File: src/rtl/prom_pkg.sv
`timescale 1ns/1ps
package prom_pkg;

    localparam int BYTE_BITS = 8;
    localparam int LANE_W    = $clog2(BYTE_BITS);

    // decoded view of the two control pins
    typedef struct packed {
        logic hold_zero;  // counter forced to the first bit
        logic advance;    // counter moves on at this edge
        logic drive;      // data line driven
        logic standby;    // low-power indication
    } pin_ctl_t;

    typedef enum logic [1:0] {
        PIN_RESET   = 2'd0,
        PIN_STANDBY = 2'd1,
        PIN_READ    = 2'd2
    } pin_mode_e;

    // lane k of a byte leaves as bit (7-k): most significant first
    function automatic logic msb_first_bit(input logic [BYTE_BITS-1:0] b,
                                           input logic [LANE_W-1:0] lane);
        return b[LANE_W'(BYTE_BITS-1) - lane];
    endfunction

endpackage

File: src/rtl/prom_pin_decode.sv
`timescale 1ns/1ps
module prom_pin_decode
    import prom_pkg::*;
#(
    parameter bit RESET_HIGH = 1'b1
) (
    input  logic     ce_n,
    input  logic     rst_oe,
    output pin_ctl_t ctl
);

    logic      reset_level;
    pin_mode_e mode;

    assign reset_level = RESET_HIGH ? rst_oe : ~rst_oe;

    // reset wins over chip enable
    always_comb begin
        if (reset_level)   mode = PIN_RESET;
        else if (ce_n)     mode = PIN_STANDBY;
        else               mode = PIN_READ;
    end

    always_comb begin
        ctl.hold_zero = (mode == PIN_RESET);
        ctl.advance   = (mode == PIN_READ);
        ctl.drive     = (mode == PIN_READ);
        ctl.standby   = ce_n;
    end

endmodule

File: src/rtl/prom_bit_counter.sv
`timescale 1ns/1ps
module prom_bit_counter
    import prom_pkg::*;
#(
    parameter int BYTES = 512,
    localparam int AW   = $clog2(BYTES)
) (
    input  logic              clk,
    input  logic              hold_zero,
    input  logic              advance,
    output logic [AW-1:0]     byte_addr,
    output logic [LANE_W-1:0] lane,
    output logic              at_last
);

    localparam logic [AW-1:0]     LAST_BYTE = AW'(BYTES - 1);
    localparam logic [LANE_W-1:0] LAST_LANE = LANE_W'(BYTE_BITS - 1);

    assign at_last = (byte_addr == LAST_BYTE) && (lane == LAST_LANE);

    always_ff @(posedge clk) begin
        if (hold_zero) begin
            byte_addr <= '0;
            lane      <= '0;
        end else if (advance && !at_last) begin
            if (lane == LAST_LANE) begin
                lane      <= '0;
                byte_addr <= byte_addr + 1'b1;
            end else begin
                lane <= lane + 1'b1;
            end
        end
    end

endmodule

File: src/rtl/prom_array.sv
`timescale 1ns/1ps
module prom_array
    import prom_pkg::*;
#(
    parameter int BYTES = 512,
    localparam int AW   = $clog2(BYTES)
) (
    input  logic                 clk,
    input  logic                 we,
    input  logic [AW-1:0]        waddr,
    input  logic [BYTE_BITS-1:0] wbyte,
    input  logic [AW-1:0]        raddr,
    output logic [BYTE_BITS-1:0] rbyte
);

    logic [BYTE_BITS-1:0] cells [BYTES];

    always_ff @(posedge clk) begin
        if (we) cells[waddr] <= wbyte;
    end

    assign rbyte = cells[raddr];

endmodule

File: src/rtl/serprom_read.sv
`timescale 1ns/1ps
module serprom_read
    import prom_pkg::*;
#(
    parameter int DEPTH_BITS = 4096,
    parameter bit RESET_HIGH = 1'b1,
    localparam int BYTES     = DEPTH_BITS / BYTE_BITS,
    localparam int AW        = $clog2(BYTES)
) (
    input  logic                 clk,
    input  logic                 ce_n,
    input  logic                 rst_oe,
    input  logic                 prog_we,
    input  logic [AW-1:0]        prog_addr,
    input  logic [BYTE_BITS-1:0] prog_byte,
    output logic                 data_out,
    output logic                 data_en,
    output logic                 standby,
    output logic                 end_flag
);

    pin_ctl_t             ctl;
    logic [AW-1:0]        rd_byte;
    logic [LANE_W-1:0]    rd_lane;
    logic [BYTE_BITS-1:0] cur_byte;

    prom_pin_decode #(.RESET_HIGH(RESET_HIGH)) u_pins (
        .ce_n   (ce_n),
        .rst_oe (rst_oe),
        .ctl    (ctl)
    );

    prom_bit_counter #(.BYTES(BYTES)) u_count (
        .clk       (clk),
        .hold_zero (ctl.hold_zero),
        .advance   (ctl.advance),
        .byte_addr (rd_byte),
        .lane      (rd_lane),
        .at_last   (end_flag)
    );

    prom_array #(.BYTES(BYTES)) u_mem (
        .clk   (clk),
        .we    (prog_we),
        .waddr (prog_addr),
        .wbyte (prog_byte),
        .raddr (rd_byte),
        .rbyte (cur_byte)
    );

    assign data_out = msb_first_bit(cur_byte, rd_lane);
    assign data_en  = ctl.drive;
    assign standby  = ctl.standby;

endmodule

File: config.mk
export PLATFORM = sky130hd
export DESIGN_NAME = serprom_read
export DESIGN_NICKNAME = d
export VERILOG_FILES = /design/src/rtl/prom_pkg.sv /design/src/rtl/prom_pin_decode.sv /design/src/rtl/prom_bit_counter.sv /design/src/rtl/prom_array.sv /design/src/rtl/serprom_read.sv
export SDC_FILE = /design/constraint.sdc
export NUM_CORES = 2
export LEC_CHECK = 0
export ABC_AREA = 1
export BUFFER_PORTS_ARGS = -buffer_cell sky130_fd_sc_hd__buf_2
export CORE_MARGIN = 5
export CORE_UTILIZATION = 45
export DETAILED_ROUTE_END_ITERATION = 8
export HOLD_SLACK_MARGIN = 0.12
export PLACE_DENSITY_LB_ADDON = 0.25
export SLEW_MARGIN = 25
export SYNTH_ARGS = -nofsm -noshare
export SYNTH_HDL_FRONTEND = slang
export SYNTH_HIERARCHICAL = 1
export SYNTH_SLANG_ARGS = --single-unit
export TNS_END_PERCENT = 100
File: constraint.sdc
create_clock -name clk -period 2.4 [get_ports clk]
set_input_delay 0.48 -clock clk [delete_from_list [all_inputs] [get_ports clk]]
set_output_delay 0.48 -clock clk [all_outputs]
set_load 0.05 [all_outputs]
==> impl_metrics.json <==
{
  "fp-row-count": 224,
  "route.detailed.wl_per_inst_um": 24.1,
  "cell_area_synth_um2": 167000,
  "power_per_cell_area_nw_per_um2": 733,
  "route.detailed.vias_per_inst": 5.59,
  "post-dp-hpwl_um": 305000,
  "finish.cell_count_without_fillers": 20400,
  "finalSetupViolations": 2,
  "die_x_um": 620,
  "grt_first_pass_wirelength_um": 720000,
  "busiest_grt_layer": "met2",
  "die_y_um": 620,
  "grt.met2_usage": 0.398,
  "setup_slack_ns": -2.35,
  "mappedNetlistNets": 14000,
  "total_leakage_power_nw": 71.2,
  "multi_input_area_um2": 39000,
  "finish.net_count": 15100,
  "ys_warn_count": 6,
  "root_buffer_selected_by_cts": "clkbuf_16",
  "final_cell_mix": "4174 x nand2_1, 4096 x edfxtp_1, 4011 x nand3_1, 1215 x buf_4, 525 x nor2_1",
  "first_global_vias": 109000,
  "run_status": "finished, violations left",
  "hp-class": "input port to register",
  "num-fill-cells": 30900,
  "grt_overflow": 0,
  "post-place-ws_ns": -1.67,
  "min_period_ns": 4.75,
  "netlist-cell-type-count": 25,
  "cts_buffers": 422,
  "dp.cells": 19500,
  "firstDrtPassIters": 8,
  "use_met3": 0.0398,
  "clockBufferDepth": 4,
  "element_type_at_the_critical_path_start": "register",
  "grt_setup_unrepaired": "true",
  "finalMaxSlewViolations": 0,
  "floorplan.die_area_um2": 384000,
  "tritoncts": "yes",
  "vdd.ir_drop.worst_mv": 0.698,
  "worst-setup-path-type": "register to output pin",
  "routabilityCongestion": 0.881,
  "timing_worst_slew_pin_value_ns": 0.998,
  "drt_drc": 0,
  "route.vias.total": 114000,
  "drt-total-wl_um": 492000,
  "numPortBuffers": 24,
  "setup.worst_path.end_class": "output pin",
  "area_growth_pct": 19.1,
  "drt_iter0_markers": 13100,
  "final-seq-area_um2": 123000,
  "gr-usage-met1": 0.349,
  "layout_commonest_cell": "nand2_1",
  "worstPathMaxFanout": 12,
  "post_synth_inst_count": 14000,
  "syn_area_per_cell_um2": 12.0,
  "fmaxAchievable_mhz": 211,
  "violations": "setup timing",
  "synth_seq_area_share": 0.737,
  "grt_util_all_layers": 0.249,
  "timing.critical_path.arrival_ns": 4.27,
  "slew-limit-headroom": 0.332,
  "cts-htree-levels": 5,
  "path_clk_slew_ns": 0.06,
  "setup.reg_to_reg.worst_slack_ns": 0.09,
  "num_io_pins": 25,
  "insertion_delay_ns": 0.98,
  "synth.ff_latch_count": 4108,
  "core_region_area_um2": 371000,
  "grt_antenna_before_repair": 24,
  "fin_crit_sh": 1.98,
  "whs_ns": 0.363,
  "drtAntennaViolNets": 0,
  "finalHoldViolations": 0,
  "clock_sink_count": 4108,
  "critical_path_data_required_time_ns": 1.92,
  "drv_cap": 0,
  "post_route_cells_drive_above_1_share": 0.150,
  "fin_worst_skew_ns": 0.0146,
  "grt_start_max_net_pins": 107,
  "floorplan.initialDensity": 0.451
}
-- critical path: stages, from the launching register on --
cell	delay, ns
dfxtp_4	0.42
buf_12	0.22
clkinv_16	0.16
buf_12	0.20
buf_16	0.17
buf_4	0.17
nand2_1	0.05
nand3_1	0.08
nand3_1	0.13
nand3_1	0.16
nand3_1	0.22
nand3_1	0.17
nand3_2	0.13
nand3_1	0.11
nand3_1	0.16
nand2_1	0.07
inv_1	0.05
nand2_1	0.04
nand3_1	0.09
nand2_1	0.07
nand2_2	0.07
nand2_4	0.11
buf_6	0.18
-- sequential cells by signal, summed over array words and instances (netlist names) --
| register | count |
|---|---|
| u_count/byte_addr | 9 |
| u_count/lane | 3 |
| u_mem/cells | 4096 |
-- layer usage --
layer,share of wire,wire length (um)
met1,0.40,199000
met3,0.088,43200
met2,0.47,231000
met5,0,0
met4,0.039,19400
-- cells by family (layout without fill, tap and decap cells) --
family                   Yosys count  in the layout  share of synthesized area
AND/OR/NAND/NOR                 8831           8831                      0.229
AO/OA/AOI/OAI                     12             12                   0.000359
flip-flops                      4108           4108                      0.737
other                              0             14                          0
buffers and inverters           1044           2448                     0.0337
adder cells (fa/ha/maj)            4              4                   0.000299
-- cells in the mapped netlist (all sizes together) --
cell | number | area (um^2)
nand4 | 1 | 6.26
clkbuf | 185 | 694
a21oi | 7 | 35.0
edfxtp | 4096 | 123000
nor2 | 536 | 2020
ha | 4 | 50.1
dfxtp | 12 | 240
nand2 | 4192 | 15700
nor3 | 11 | 55.1
and3 | 1 | 6.26
nand3 | 4090 | 20500
inv | 57 | 219
clkinv | 1 | 3.75
o21ai | 5 | 25.0
buf | 801 | 4720
-- stage by stage --
step / total power [mW] / utilization / setup TNS, ns / cell area [um^2]
after floorplan: 80.8 / - / -0.0515 / 168000
after global placement: 82.9 / 0.496 / -22.28 / 184000
after detailed placement: 82.9 / 0.496 / -20.55 / 184000
after CTS: 147 / 0.535 / -3.66 / 199000
after global routing: 150 / 0.537 / -3.65 / 199000
final: 146 / 0.537 / -3.41 / 199000
-- power by group --
| part | internal [mW] | total, mW | switching [mW] |
|---|---|---|---|
| registers | 79.0 | 79.0 | 0.0289 |
| clock network | 36.9 | 64.6 | 27.7 |
| logic | 0.524 | 2.46 | 1.94 |
| total | 116 | 146 | 29.7 |
-- area by class of cell --
class	instances	share of cell area
flip-flops and latches	4108	0.619
inverters	58	0.00143
clock inverters	257	0.0123
diodes	14	0.000176
well taps	4972	0.0312
clock buffers	519	0.0556
repair buffers	1611	0.0846
repair inverters	3	0.000207
multi-input cells	8847	0.196
-- path summary, 6_finish.rpt --
check | startpoint | endpoint | cells past startpoint
worst min-delay path | prog_addr[6] | u_mem/cells[45][7] | 6
worst max register to register | u_count/byte_addr[1] | u_count/byte_addr[3] | 14
worst min register to register | u_count/byte_addr[8] | u_count/byte_addr[8] | 2
worst max-delay path | u_count/byte_addr[0] | data_out | 22
-- timing repair --
| item | 4_1_cts | 5_1_grt |
|---|---|---|
| pin swaps | 0 | 1 |
| gates cloned | 11 | 9 |
| endpoints found under the hold margin | 570 | 0 |
| endpoints found under the setup margin | 14 | 14 |
| resized for setup | 97 | 54 |
| hold buffers | 10 | 0 |
| buffers inserted | 10 | 15 |
(Power assumes the default switching activity.)
